### config.mk
export PLATFORM = sky130hd
export DESIGN_NAME = trig_readout_ctrl
export DESIGN_NICKNAME = d
export VERILOG_FILES = /design/src/rtl/trig_readout_pkg.sv /design/src/rtl/trig_stamp_store.sv /design/src/rtl/readout_seq_fsm.sv /design/src/rtl/trig_readout_ctrl.sv
export SDC_FILE = /design/constraint.sdc
export NUM_CORES = 1
export LEC_CHECK = 0
export BUFFER_PORTS_ARGS = -buffer_cell sky130_fd_sc_hd__buf_4
export CAP_MARGIN = 5
export CORE_MARGIN = 2
export CORE_UTILIZATION = 61
export DETAILED_ROUTE_END_ITERATION = 8
export PLACE_DENSITY_LB_ADDON = 0.08
export REMOVE_ABC_BUFFERS = 1
export SLEW_MARGIN = 40
export SYNTH_ARGS = -nofsm -noshare
export SYNTH_HDL_FRONTEND = slang
export SYNTH_SLANG_ARGS = --single-unit
### constraint.sdc
create_clock -name clk -period 2.85 [get_ports clk]
set_input_delay 0.4275 -clock clk [delete_from_list [all_inputs] [get_ports clk]]
set_output_delay 0.4275 -clock clk [all_outputs]
set_load 0.005 [all_outputs]
### src/rtl/trig_readout_pkg.sv
package trig_readout_pkg;
  localparam int ID_W_DEF  = 4;
  localparam int BC_W_DEF  = 24;
  localparam int DLY_LIM_DEF = 2;

  typedef enum logic [1:0] {
    ST_TRIG_WAIT = 2'd0,
    ST_TOK_START = 2'd1,
    ST_RD_START  = 2'd2,
    ST_RD_RUN    = 2'd3
  } rd_state_e;
endpackage

### src/rtl/trig_stamp_store.sv
module trig_stamp_store #(
  parameter int ID_W = 4,
  parameter int BC_W = 24
) (
  input  logic            clk,
  input  logic            rst,
  input  logic            trig_i,
  input  logic [ID_W-1:0] req_id_i,
  output logic [ID_W-1:0] latest_id_o,
  output logic [BC_W-1:0] latest_bc_o,
  output logic [BC_W-1:0] req_bc_o
);
  localparam int DEPTH = 1 << ID_W;

  logic [BC_W-1:0] bc_q;
  logic [ID_W-1:0] latest_q;
  logic [BC_W-1:0] stamp_q;
  logic [BC_W-1:0] rd_q;
  logic [BC_W-1:0] ts_mem [DEPTH];

  // free-running bunch-crossing counter
  always_ff @(posedge clk) begin
    if (rst) bc_q <= '0;
    else     bc_q <= bc_q + BC_W'(1);
  end

  always_ff @(posedge clk) begin
    if (rst) begin
      latest_q <= '0;
      stamp_q  <= '0;
    end else if (trig_i) begin
      latest_q <= latest_q + ID_W'(1);
      stamp_q  <= bc_q;
    end
  end

  // stamp memory: one write port, registered read (RAM-inferable)
  always_ff @(posedge clk) begin
    if (trig_i) ts_mem[latest_q + ID_W'(1)] <= bc_q;
  end

  always_ff @(posedge clk) begin
    rd_q <= ts_mem[req_id_i];
  end

  assign latest_id_o = latest_q;
  assign latest_bc_o = stamp_q;
  assign req_bc_o    = rd_q;

  a_r8_latest_step: assert property (@(posedge clk) disable iff (rst)
    trig_i |=> latest_q == $past(latest_q) + ID_W'(1));

  a_r8_latest_hold: assert property (@(posedge clk) disable iff (rst)
    !trig_i |=> $stable(latest_q));

  a_r9_bc_count: assert property (@(posedge clk) disable iff (rst)
    1'b1 |=> bc_q == $past(bc_q) + BC_W'(1));

  a_r9_stamp_capture: assert property (@(posedge clk) disable iff (rst)
    trig_i |=> stamp_q == $past(bc_q));
endmodule

### src/rtl/readout_seq_fsm.sv
module readout_seq_fsm
  import trig_readout_pkg::*;
#(
  parameter int ID_W    = 4,
  parameter int DLY_LIM = 2
) (
  input  logic            clk,
  input  logic            rst,
  input  logic            trig_i,
  input  logic            token_i,
  input  logic            fifo_rdy_i,
  input  logic [ID_W-1:0] latest_id_i,
  output logic            read_o,
  output logic [ID_W-1:0] req_id_o
);
  localparam int DLY_W = $clog2(DLY_LIM + 1);

  rd_state_e       state_q, state_d;
  logic [DLY_W-1:0] dly_q;
  logic [ID_W-1:0] req_q;
  logic            read_q;
  logic            adv_req;
  logic            dly_done;
  logic            pending;

  assign dly_done = (dly_q == DLY_W'(DLY_LIM));
  assign pending  = (latest_id_i != req_q);

  always_comb begin
    state_d = state_q;
    adv_req = 1'b0;
    case (state_q)
      ST_TRIG_WAIT: if (trig_i || pending) begin
        state_d = ST_TOK_START;
        adv_req = 1'b1;
      end
      ST_TOK_START: if (dly_done && fifo_rdy_i && token_i) state_d = ST_RD_START;
      ST_RD_START:  if (dly_done && fifo_rdy_i) state_d = ST_RD_RUN;
      ST_RD_RUN: if (!token_i) begin
        if (pending) begin
          state_d = ST_TOK_START;
          adv_req = 1'b1;
        end else begin
          state_d = ST_TRIG_WAIT;
        end
      end
      default: state_d = ST_TRIG_WAIT;
    endcase
  end

  always_ff @(posedge clk) begin
    if (rst) begin
      state_q <= ST_TRIG_WAIT;
      dly_q   <= '0;
      req_q   <= '0;
      read_q  <= 1'b0;
    end else begin
      state_q <= state_d;
      read_q  <= (state_d == ST_RD_START) || (state_d == ST_RD_RUN);
      if (adv_req) req_q <= req_q + ID_W'(1);
      if (state_d != state_q)  dly_q <= '0;
      else if (!dly_done)      dly_q <= dly_q + DLY_W'(1);
    end
  end

  assign read_o   = read_q;
  assign req_id_o = req_q;

  a_r3_rise_needs_token: assert property (@(posedge clk) disable iff (rst)
    $rose(read_q) |-> ($past(token_i) && $past(fifo_rdy_i)));

  a_r3_start_hold: assert property (@(posedge clk) disable iff (rst)
    (state_q == ST_TOK_START && !dly_done) |=> state_q == ST_TOK_START);

  a_r4_rdstart_hold: assert property (@(posedge clk) disable iff (rst)
    (state_q == ST_RD_START && !fifo_rdy_i) |=> (state_q == ST_RD_START && read_q));

  a_r5_read_hold: assert property (@(posedge clk) disable iff (rst)
    (state_q == ST_RD_RUN && token_i) |=> (read_q && $stable(req_q)));

  a_r6_req_step: assert property (@(posedge clk) disable iff (rst)
    !$stable(req_q) |-> (state_q == ST_TOK_START && req_q == $past(req_q) + ID_W'(1)));

  a_r7_idle_quiet: assert property (@(posedge clk) disable iff (rst)
    (state_q == ST_TRIG_WAIT) |-> !read_q);

  a_r11_fifo_hold: assert property (@(posedge clk) disable iff (rst)
    (state_q == ST_TOK_START && !fifo_rdy_i) |=> !read_q);
endmodule

### src/rtl/trig_readout_ctrl.sv
module trig_readout_ctrl
  import trig_readout_pkg::*;
#(
  parameter int ID_W    = ID_W_DEF,
  parameter int BC_W    = BC_W_DEF,
  parameter int DLY_LIM = DLY_LIM_DEF
) (
  input  logic            clk,
  input  logic            rst,
  input  logic            trig_i,
  input  logic            token_i,
  input  logic            fifo_rdy_i,
  output logic            read_o,
  output logic [ID_W-1:0] req_id_o,
  output logic [ID_W-1:0] latest_id_o,
  output logic [BC_W-1:0] latest_bc_o,
  output logic [BC_W-1:0] req_bc_o
);
  logic [ID_W-1:0] latest_id;
  logic [ID_W-1:0] req_id;

  trig_stamp_store #(.ID_W(ID_W), .BC_W(BC_W)) u_store (
    .clk        (clk),
    .rst        (rst),
    .trig_i     (trig_i),
    .req_id_i   (req_id),
    .latest_id_o(latest_id),
    .latest_bc_o(latest_bc_o),
    .req_bc_o   (req_bc_o)
  );

  readout_seq_fsm #(.ID_W(ID_W), .DLY_LIM(DLY_LIM)) u_fsm (
    .clk        (clk),
    .rst        (rst),
    .trig_i     (trig_i),
    .token_i    (token_i),
    .fifo_rdy_i (fifo_rdy_i),
    .latest_id_i(latest_id),
    .read_o     (read_o),
    .req_id_o   (req_id)
  );

  assign req_id_o    = req_id;
  assign latest_id_o = latest_id;

  a_r1_reset_clear: assert property (@(posedge clk)
    rst |=> (!read_o && req_id_o == '0 && latest_id_o == '0 && latest_bc_o == '0));
endmodule

==> results of run 1 <==
==> worst min path at each step <==
stage,startpoint,end,slack [ps]
floorplan,u_store.latest_bc_o[0],u_store.latest_bc_o[0],480
global placement,u_store.latest_bc_o[20],u_store.latest_bc_o[20],480
detailed placement,u_store.latest_bc_o[6],u_store.latest_bc_o[6],480
CTS,fifo_rdy_i,u_fsm.state_q[0],370
global route,fifo_rdy_i,u_fsm.state_q[0],380
finish,fifo_rdy_i,u_fsm.state_q[0],380
==> sequential cells by signal, summed over array words and instances, names as in the netlist <==
| signal | cells |
|---|---|
| u_fsm.state_q | 2 |
| u_store.latest_id_o | 4 |
| u_store.bc_q | 24 |
| u_store.req_bc_o | 24 |
| u_store.ts_mem | 384 |
| u_fsm.req_id_o | 4 |
| u_fsm.read_o | 1 |
| u_store.latest_bc_o | 24 |
| u_fsm.dly_q | 2 |
==> worst register-to-register path, cell delays in order (launching register included) <==
cell and delay [ps]:
dfxtp_1 560, ha_1 300, inv_1 80, o21ai_0 190, o21ai_0 270, nor2_2 160
buf_4 460
==> power by group through the flow <==
stage | Sequential [mW] | Clock [mW] | Combinational, mW
4_1_cts | 7.69 | 5.84 | 2.20
3_3_place_gp | 7.82 | 0 | 2.19
6_report | 7.69 | 5.76 | 2.17
5_1_grt | 7.70 | 6.13 | 2.36
2_1_floorplan | 8.05 | 0 | 1.22
3_5_place_dp | 7.83 | 0 | 2.19
==> area by class of cell <==
class | count | area (µm²) | share of cell area
repair buffers | 118 | 998 | 0.0477
flip-flops and latches | 469 | 13200 | 0.633
well taps | 390 | 488 | 0.0233
clock buffers | 64 | 1300 | 0.0622
multi-input cells | 534 | 4700 | 0.225
inverters | 12 | 45.0 | 0.00215
clock inverters | 20 | 148 | 0.00706
==> cell usage after synthesis, drive strengths merged, types with 13 or more instances <==
cell type	n
mux4	48
a21oi	38
edfxtp	384
clkbuf	21
o21ai	58
a221oi	24
mux2i	98
nor2	73
dfxtp	85
a22oi	25
buf	38
xnor2	16
nand2	39
mux2	27
ha	13
==> per-stage QoR <==
step           hold slack [ps]  power, mW  area [µm²]
6_report                   379       15.6       20900
3_3_place_gp               475       10.0       19500
3_5_place_dp               484       10.0       19500
5_1_grt                    384       16.2       20900
4_1_cts                    368       15.7       20900
2_1_floorplan              485       9.27       17900
==> per-layer routing <==
layer	track usage	wire [µm]
met1	0.375	16900
met2	0.404	18500
met3	0.0354	2270
met4	0.0561	600
met5	0	0
==> kinds of logic (layout without fill, tap and decap cells) <==
logic type | after synthesis | after routing | share of synthesized area
AO/OA/AOI/OAI | 156 | 156 | 0.0577
buffers and inverters | 71 | 214 | 0.0230
AND/OR/NAND/NOR | 167 | 167 | 0.0443
flip-flops | 469 | 469 | 0.725
multiplexers | 173 | 173 | 0.130
adder cells (fa/ha/maj) | 13 | 13 | 0.00891
XOR/XNOR | 25 | 25 | 0.0120
==> summary.md, run 1 <==
| Metric | Value |
|---|---|
| CP max stage cell | `dfxtp_1` |
| Core area | `0.0296 mm²` |
| Max Freq | `0.420 GHz` |
| DRT antenna net count | `0` |
| Hold-fix buffers, CTS | `0` |
| Share of total power in the clock network | `0.369` |
| Final setup violating endpoints | `0` |
| Critical path depth in cells | `6` |
| Detailed Place HPWL | `22.2 mm` |
| Ant diodes | `0` |
| Post-route DRC violation count | `0` |
| Hold depth | `4` |
| Sequential share of power | `0.492` |
| Commonest cells after routing, fill and taps aside | `edfxtp_1, buf_4, mux2i_1, dfxtp_1, nor2_1` |
| Crit path DAT | `2540 ps` |
| Yosys warnings | `0` |
| Initial antenna violation count | `0` |
| Max-Slew Margin vs Limit | `0.437` |
| Ports | `62` |
| WP data required | `3010 ps` |
| Post-CTS Setup Bufs | `0` |
| Period utilization | `0.835` |
| DIE AREA | `0.0313 mm²` |
| VDD IR max | `0.000563 V` |
| Sequential-to-total area share from yosys stat | `0.725` |
| TritonCTS clock tree | `built` |
| Area contributors post-synth | `edfxtp_1, dfxtp_1, mux4_2, mux2i_1, nor2_1` |
| Finished Core Util | `0.708` |
| CP Capture Type | `register` |
| WL/cell | `23.8 µm` |
| Cells after synthesis | `1074` |
| Cell Pwr Density | `747 mW/mm²` |
| Sw frac | `0.228` |
| CP top delay family | `flip-flops` |
| Final std cells w/o fill | `1607` |
| MaxCap Viol Count | `0` |
| Outcome | `finished clean` |
| Inst Count DP | `1523` |
| Leakage | `7.16 nW` |
| Worst reg2reg path depth | `6` |
| Post-synth EDFFs | `384` |
| Nets | `1199` |
| Post-synthesis cell area | `0.0183 mm²` |
| Critical path type | `register to register` |
| Initial Util | `0.618` |
| Int Pwr | `12.1 mW` |
| First-pass GRT wire length | `58.1 mm` |
| CP most frequent cell | `o21ai_0` |
| R2R setup slack | `470 ps` |
| Clock tree root driver cell | `clkbuf_16` |
| Clock buffer depth | `3` |
| Ys flop type | `edfxtp_1` |
| Final Max Slew Viols | `0` |
| R2R Path Start | `u_store.latest_id_o[1]` |
| Setup TNS | `0 ps` |
| GP Congestion | `0.738` |
| Die H | `177 µm` |
| DR iter-0 viols | `793` |
| Vias | `9703` |
| Synth Register Bits | `469` |
| # port buffers | `61` |
| Layout cells sized above 1 | `0.244` |
| Row Count | `63` |
| WL final | `38.2 mm` |
| Vias/cell | `6.04` |
| Buf/Inv on CP | `2` |
| Leading area contributor after synthesis | `edfxtp_1` |
| Largest net degree at the start of global routing | `67` |
| Worst setup path endpoint | `u_store.ts_mem[4][16]` |
| Async S/R FF share, synth | `0` |
| Hold Crit Class | `input pin to register` |
| Total gr overflow | `0` |
| CTS buffer count | `46` |
| CP Launch Type | `register` |
| Final hold vios | `0` |
| Worst-path cell chain | `ha_1, inv_1, o21ai_0, o21ai_0, nor2_2, buf_4` |
| CP startpoint | `u_store.latest_id_o[1]` |
| Clk slew on worst S/H paths | `60 ps` |
| Min cycle time layout | `2380 ps` |
| Place WS | `472 ps` |
| Global Route Usage Sum | `0.253` |
| H-tree levels | `2` |
| Setup ws final | `470 ps` |
| Logic pwr share | `0.139` |
| NetSw | `3.57 mW` |
| Vias in the first global route | `9699` |
| Die span in x | `177 µm` |
| CP max FO | `24` |
| CP max stage delay | `560 ps` |
| RSZ-0062 raised after global routing | `false` |
| Most common cell after layout, fill and taps aside | `edfxtp_1` |
| Worst-Margin Slew | `840 ps` |
| Area grow syn2layout | `14.5%` |
| Clock skew | `18.9 ps` |
| # fillers | `1894` |
| Reg2reg end | `u_store.ts_mem[4][16]` |
| DR pass1 iterations | `5` |
| Latest clock arrival within the worst-skew pair | `540 ps` |
| Clk sink count | `469` |
| Top cell type's share of synthesized area | `0.631` |
| Avg Cell Area, Syn | `17.0 µm²` |
| Synth unique cells | `51` |
| Post-CTS Resized | `0` |
No activity file was read; power rests on OpenSTA's default activity.
==> run 2: changes to the inputs <==
--- a/config.mk
+++ b/config.mk
@@ -8,7 +8,7 @@
 export BUFFER_PORTS_ARGS = -buffer_cell sky130_fd_sc_hd__buf_4
 export CAP_MARGIN = 5
 export CORE_MARGIN = 2
-export CORE_UTILIZATION = 61
+export CORE_UTILIZATION = 55
 export DETAILED_ROUTE_END_ITERATION = 8
 export PLACE_DENSITY_LB_ADDON = 0.08
 export REMOVE_ABC_BUFFERS = 1
==> constraint.sdc (replaced) <==
create_clock -name clk -period 2.15 [get_ports clk]
set_input_delay 0.3225 -clock clk [delete_from_list [all_inputs] [get_ports clk]]
set_output_delay 0.3225 -clock clk [all_outputs]
set_load 0.005 [all_outputs]
==> run 2 against run 1 <==
Total power grew 33%. Final cell count up 5.0%. Die area increased by 11%. Routed wire length increased by 3.8%. Register-to-register slack worse by 400 ps. Critical path depth increased by 1. Utilization decreased by 5.7 points. Clock power is 33% higher. Clock skew shrank 1.0 ps. Via count is 0.34% higher. Sequential share of layout area down 0.93 points. Sequential cell count did not move. Largest power group unchanged. Highest routed layer unchanged.
==> summary.md, run 2 (same netlist as run 1, synthesis figures left out) <==
| Metric | Value |
|---|---|
| Clock tree root driver cell | `clkbuf_16 (unchanged)` |
| Vias | `9736 (was 9703)` |
| Vias in the first global route | `9703 (was 9699)` |
| First-pass GRT wire length | `59.9 mm (was 58.1 mm)` |
| Finished Core Util | `0.651 (was 0.708)` |
| Hold-fix buffers, CTS | `0 (unchanged)` |
| Min cycle time layout | `2080 ps (was 2380 ps)` |
| Critical path type | `register to register (unchanged)` |
| Clk slew on worst S/H paths | `60 ps (about the same)` |
| Total gr overflow | `0 (unchanged)` |
| Post-CTS Resized | `0 (unchanged)` |
| Initial antenna violation count | `2 (was 0)` |
| NetSw | `4.91 mW (was 3.57 mW)` |
| MaxCap Viol Count | `0 (unchanged)` |
| WL final | `39.7 mm (was 38.2 mm)` |
| Row Count | `66 (was 63)` |
| Final Max Slew Viols | `0 (unchanged)` |
| Die H | `186 µm (was 177 µm)` |
| WL/cell | `23.5 µm (was 23.8 µm)` |
| Most common cell after layout, fill and taps aside | `edfxtp_1 (unchanged)` |
| Max-Slew Margin vs Limit | `0.538 (was 0.437)` |
| Logic pwr share | `0.144 (was 0.139)` |
| Power, Total | `20.8 mW (was 15.6 mW)` |
| Clock skew | `17.9 ps (was 18.9 ps)` |
| CP max stage delay | `530 ps (was 560 ps)` |
| CTS buffer count | `47 (was 46)` |
| Final setup violating endpoints | `0 (unchanged)` |
| Sequential share of power | `0.489 (was 0.492)` |
| Crit path DAT | `2360 ps (was 2540 ps)` |
| Most flop-heavy register | `u_store.ts_mem (unchanged)` |
| Layout cells sized above 1 | `0.260 (was 0.244)` |
| Core area | `0.0326 mm² (was 0.0296 mm²)` |
| Setup TNS | `0 ps (unchanged)` |
| H-tree levels | `2 (unchanged)` |
| CP max stage cell | `a21oi_1 (was dfxtp_1)` |
| Clk sink count | `469 (unchanged)` |
| Cell Pwr Density | `982 mW/mm² (was 747 mW/mm²)` |
| Detailed Place HPWL | `24.1 mm (was 22.2 mm)` |
| Hold Crit Class | `input pin to register (unchanged)` |
| DRT antenna net count | `0 (unchanged)` |
| # port buffers | `61 (unchanged)` |
| Max Freq | `0.481 GHz (was 0.420 GHz)` |
| Largest net degree at the start of global routing | `54 (was 67)` |
| Largest register FFs | `384 (unchanged)` |
| CP max FO | `14 (was 24)` |
| Global Route Usage Sum | `0.237 (was 0.253)` |
| Buf/Inv on CP | `2 (unchanged)` |
| GP Congestion | `0.769 (was 0.738)` |
| RSZ-0062 raised after global routing | `false (unchanged)` |
| Worst-Margin Slew | `692 ps (was 840 ps)` |
| Initial Util | `0.560 (was 0.618)` |
| Clock buffer depth | `3 (unchanged)` |
| Share of total power in the clock network | `0.367 (was 0.369)` |
| Vias/cell | `5.77 (was 6.04)` |
| Ports | `62 (unchanged)` |
| Worst reg2reg path depth | `7 (was 6)` |
| Area grow syn2layout | `16.3% (was 14.5%)` |
| WP data required | `2430 ps (was 3010 ps)` |
| Die span in x | `186 µm (was 177 µm)` |
| CP Capture Type | `register (unchanged)` |
| Hold slack | `264 ps (was 379 ps)` |
| TritonCTS clock tree | `built (unchanged)` |
| DIE AREA | `0.0347 mm² (was 0.0313 mm²)` |
| Sw frac | `0.235 (was 0.228)` |
| Int Pwr | `15.9 mW (was 12.1 mW)` |
| Post-route DRC violation count | `0 (unchanged)` |
| CP Launch Type | `register (unchanged)` |
| CP top delay family | `compound AO/OA/AOI/OAI gates (was flip-flops)` |
| DR pass1 iterations | `5 (unchanged)` |
| Critical path depth in cells | `7 (was 6)` |
| Nets | `1224 (was 1199)` |
| Commonest cells after routing, fill and taps aside | `edfxtp_1, buf_4, mux2i_1, dfxtp_1, nor2_1 (unchanged)` |
| Worst-path cell chain | `ha_1, inv_1, nand3_1, o21ai_0, a21oi_1, nor2_2, buf_4 (was ha_1, inv_1, o21ai_0, o21ai_0, nor2_2, buf_4)` |
| Outcome | `finished clean (unchanged)` |
| DR iter-0 viols | `851 (was 793)` |
| Final hold vios | `0 (unchanged)` |
| Hold depth | `3 (was 4)` |
| VDD IR max | `0.000787 V (was 0.000563 V)` |
| Latest clock arrival within the worst-skew pair | `550 ps (was 540 ps)` |
| Period utilization | `0.968 (was 0.835)` |
| Leakage | `7.31 nW (was 7.16 nW)` |
| Post-CTS Setup Bufs | `0 (unchanged)` |
[run 2: changes by cell type in the layout (fill, tap and decap cells not counted), moves of 2 or more]
cell	before	now
clkinv_2	9	12
clkbuf_1	11	14
buf_4	109	128
buf_12	9	14
clkbuf_16	47	49
clkbuf_8	6	2
[run 2: cell type report]
cell class,count,area [µm²]
well taps,442,553
inverters,12,45.0
multi-input cells,534,4700
clock buffers,65,1310
clock inverters,22,140
diodes,1,2.50
repair buffers,142,1240
fillers,2285,11400
flip-flops and latches,469,13200
[run 2: worst register-to-register path, cell delays in order (launching register included)]
cell	delay (ps)
dfxtp_1	390
ha_1	260
inv_1	90
nand3_1	80
o21ai_0	100
a21oi_1	530
nor2_2	110
buf_4	250
[run 2: per-layer routing]
metal  track usage  up-vias  share of wire
li1              -     4464              -
met1         0.351     4961           0.46
met2         0.373      255           0.47
met3        0.0389       56          0.052
met4        0.0548        0          0.017
met5             0        -              0
[run 2: worst paths after layout]
kind,start,endpoint,slack (ps)
max,u_store.latest_id_o[1],u_store.ts_mem[14][6],70
min,trig_i,u_store.latest_bc_o[16],260
max reg2reg,u_store.latest_id_o[1],u_store.ts_mem[14][6],70
min reg2reg,u_store.latest_bc_o[1],u_store.latest_bc_o[1],490
[run 2: power groups by stage]
stage	clock, mW	combinational (mW)	sequential (mW)
floorplan	0	1.28	10.5
global placement	0	3.03	10.4
detailed placement	0	3.03	10.4
CTS	7.81	3.05	10.2
global route	8.12	3.23	10.2
finish	7.65	3.01	10.2
[run 2: per-stage QoR]
stage / area, µm² / worst slack [ps] / cells
after floorplan: 17900 / -4360 / 1015
after global placement: 19800 / -78.3 / 1599
after detailed placement: 19800 / 92.9 / 1599
after CTS: 21200 / 56.3 / 1686
after global routing: 21200 / 16.9 / 1686
final: 21200 / 69.8 / 1687
==> run 3: changes to the inputs <==
--- a/config.mk
+++ b/config.mk
@@ -8,8 +8,10 @@
 export BUFFER_PORTS_ARGS = -buffer_cell sky130_fd_sc_hd__buf_4
 export CAP_MARGIN = 5
 export CORE_MARGIN = 2
-export CORE_UTILIZATION = 55
+export CORE_UTILIZATION = 58
+export CTS_BUF_LIST = sky130_fd_sc_hd__clkbuf_4
 export DETAILED_ROUTE_END_ITERATION = 8
+export GPL_ROUTABILITY_DRIVEN = 0
 export PLACE_DENSITY_LB_ADDON = 0.08
 export REMOVE_ABC_BUFFERS = 1
 export SLEW_MARGIN = 40
==> run 3 against run 2 <==
Cell area up 0.29%. Clock skew rose by 44 ps. Via count is 6.0% higher. Clock power decreased by 5.1%. Critical path depth shrank 5.
==> summary.md, run 3 (same netlist as run 1, synthesis figures left out) <==
| Metric | Value |
|---|---|
| DR iter-0 viols | `863 (was 851)` |
| CP max stage cell | `buf_6 (was a21oi_1)` |
| Largest net degree at the start of global routing | `52 (was 54)` |
| Detailed Place HPWL | `22.6 mm (was 24.1 mm)` |
| DRT antenna net count | `0 (unchanged)` |
| VDD IR max | `0.000513 V (was 0.000787 V)` |
| RSZ-0062 raised after global routing | `false (unchanged)` |
| Outcome | `finished clean (unchanged)` |
| CP max stage delay | `430 ps (was 530 ps)` |
| Ports | `62 (unchanged)` |
| Most flop-heavy register | `u_store.ts_mem (unchanged)` |
| Global Route Usage Sum | `0.248 (was 0.237)` |
| Most common cell after layout, fill and taps aside | `edfxtp_1 (unchanged)` |
| Crit path DAT | `1740 ps (was 2360 ps)` |
| Met2 usage | `0.389 (was 0.373)` |
| # port buffers | `61 (unchanged)` |
| Die span in x | `181 µm (was 186 µm)` |
| Commonest cells after routing, fill and taps aside | `edfxtp_1, clkbuf_4, buf_4, mux2i_1, dfxtp_1 (was edfxtp_1, buf_4, mux2i_1, dfxtp_1, nor2_1)` |
| Inst Count DP | `1548 (was 1599)` |
| Core area | `0.0308 mm² (was 0.0326 mm²)` |
| Vias in the first global route | `10300 (was 9703)` |
| Final hold vios | `0 (unchanged)` |
| Worst-path cell chain | `buf_6, buf_4 (was ha_1, inv_1, nand3_1, o21ai_0, a21oi_1, nor2_2, buf_4)` |
| MaxCap Viol Count | `0 (unchanged)` |
| WP data required | `1830 ps (was 2430 ps)` |
| Max Freq | `0.485 GHz (was 0.481 GHz)` |
| Layout cells sized above 1 | `0.316 (was 0.260)` |
| CP max FO | `51 (was 14)` |
| Met3 Use GR | `0.0455 (was 0.0389)` |
| Total gr overflow | `0 (unchanged)` |
| WL final | `40.1 mm (was 39.7 mm)` |
| First-pass GRT wire length | `60.7 mm (was 59.9 mm)` |
| Initial antenna violation count | `2 (unchanged)` |
| Clock tree root driver cell | `clkbuf_4 (was clkbuf_16)` |
| Die H | `181 µm (was 186 µm)` |
| Worst hold start | `fifo_rdy_i (was trig_i)` |
| DR pass1 iterations | `5 (unchanged)` |
| Final std cells w/o fill | `1769 (was 1687)` |
| TritonCTS clock tree | `built (unchanged)` |
| Min cycle time layout | `2060 ps (was 2080 ps)` |
| Nets | `1291 (was 1224)` |
| Clock buffer depth | `3 (unchanged)` |
| CP Capture Type | `output pin (was register)` |
| R2R Path Start | `u_store.latest_id_o[0] (was u_store.latest_id_o[1])` |
| Vias | `10300 (was 9736)` |
| Initial Util | `0.592 (was 0.560)` |
| Most crowded layer after global routing | `met2 (unchanged)` |
| CP startpoint | `u_fsm.req_id_o[3] (was u_store.latest_id_o[1])` |
| Power, Total | `20.4 mW (was 20.8 mW)` |
| Critical path type | `register to output pin (was register to register)` |
| Row Count | `64 (was 66)` |
| Post-route DRC violation count | `0 (unchanged)` |
| # fillers | `2095 (was 2285)` |
| WL/cell | `22.7 µm (was 23.5 µm)` |
| Worst-Margin Slew | `642 ps (was 692 ps)` |
| CTS buffer count | `114 (was 47)` |
| Hold Crit Class | `input pin to register (unchanged)` |
| Largest register FFs | `384 (unchanged)` |
| H-tree levels | `3 (was 2)` |
| Final setup violating endpoints | `0 (unchanged)` |
| DIE AREA | `0.0329 mm² (was 0.0347 mm²)` |
| Latest clock arrival within the worst-skew pair | `760 ps (was 550 ps)` |
| Clock skew | `61.9 ps (was 17.9 ps)` |
| Vias/cell | `5.83 (was 5.77)` |
| Area grow syn2layout | `16.6% (was 16.3%)` |
| Clk sink count | `469 (unchanged)` |
| Cell Pwr Density | `959 mW/mm² (was 982 mW/mm²)` |
| Finished Core Util | `0.691 (was 0.651)` |
| Period utilization | `0.960 (was 0.968)` |
| Max-Slew Margin vs Limit | `0.572 (was 0.538)` |
| CP Launch Type | `register (unchanged)` |
| Final Max Slew Viols | `0 (unchanged)` |
| Clk slew on worst S/H paths | `70 ps (was 60 ps)` |
| Leakage | `7.48 nW (was 7.31 nW)` |
| Met1 Resource Use GR | `0.363 (was 0.351)` |
==> run 3: cell types whose count changed in the layout (fill, tap and decap cells not counted), sizes merged <==
cell / change
buf: -3
clkinvlp: +1
clkbuf: +105
dlygate4sd3: +3
clkinv: +22
==> run 3: report_power, final <==
| part | internal [mW] | total [mW] | switching [mW] |
|---|---|---|---|
| Combinational | 1.55 | 3.00 | 1.45 |
| Clock | 3.76 | 7.26 | 3.50 |
| Sequential | 10.0 | 10.2 | 0.136 |
| Total | 15.3 | 20.4 | 5.09 |
==> run 3: worst paths after layout <==
check	end	slack [ps]	cells after the start
hold / removal	u_fsm.state_q[0]	60	4
setup reg to reg	u_store.ts_mem[3][14]	180	6
hold reg to reg	u_store.latest_bc_o[6]	500	2
setup / recovery	req_id_o[3]	90	2
==> run 3: final cells by class <==
cell class / count / area (µm²) / share of cell area
inverters: 12 / 45.0 / 0.00212
clock inverters: 45 / 220 / 0.0103
repair buffers: 142 / 1310 / 0.0615
diodes: 1 / 2.50 / 0.000118
clock buffers: 170 / 1280 / 0.0599
well taps: 396 / 495 / 0.0233
multi-input cells: 534 / 4700 / 0.221
flip-flops and latches: 469 / 13200 / 0.622
==> run 3: repair_timing <==
| action | 4_1_cts | 5_1_grt |
|---|---|---|
| setup buffers | 2 | 0 |
| resized for setup | 2 | 3 |
| hold buffers | 3 | 0 |
| setup endpoints to repair | 3 | 117 |
| endpoints found under the hold margin | 17 | 0 |
==> run 3: worst max-delay path: cells and delay by family, from the launching register on <==
kind                   cells  cell delay [ps]
buffers and inverters      2              640
DFF                        1              350
==> run 3: per-stage QoR <==
stage / TNS [ps] / hold slack (ps) / worst slack, ps / cell area [µm²]
finish: 0 / 58.0 / 86.1 / 21300
global route: 0 / 80.8 / 22.8 / 21300
CTS: 0 / 23.8 / 18.7 / 21300
detailed placement: 0 / 482 / 60.2 / 19700
global placement: 0 / 474 / 109 / 19700
floorplan: -314470 / 389 / -4360 / 17900
==> run 3: routing by layer <==
layer | share of wire | routed length (µm) | vias up
li1 | - | - | 4682
met1 | 0.44 | 17700 | 5208
met2 | 0.48 | 19300 | 391
met3 | 0.068 | 2710 | 37
met4 | 0.010 | 403 | 0
met5 | 0 | 0 | -
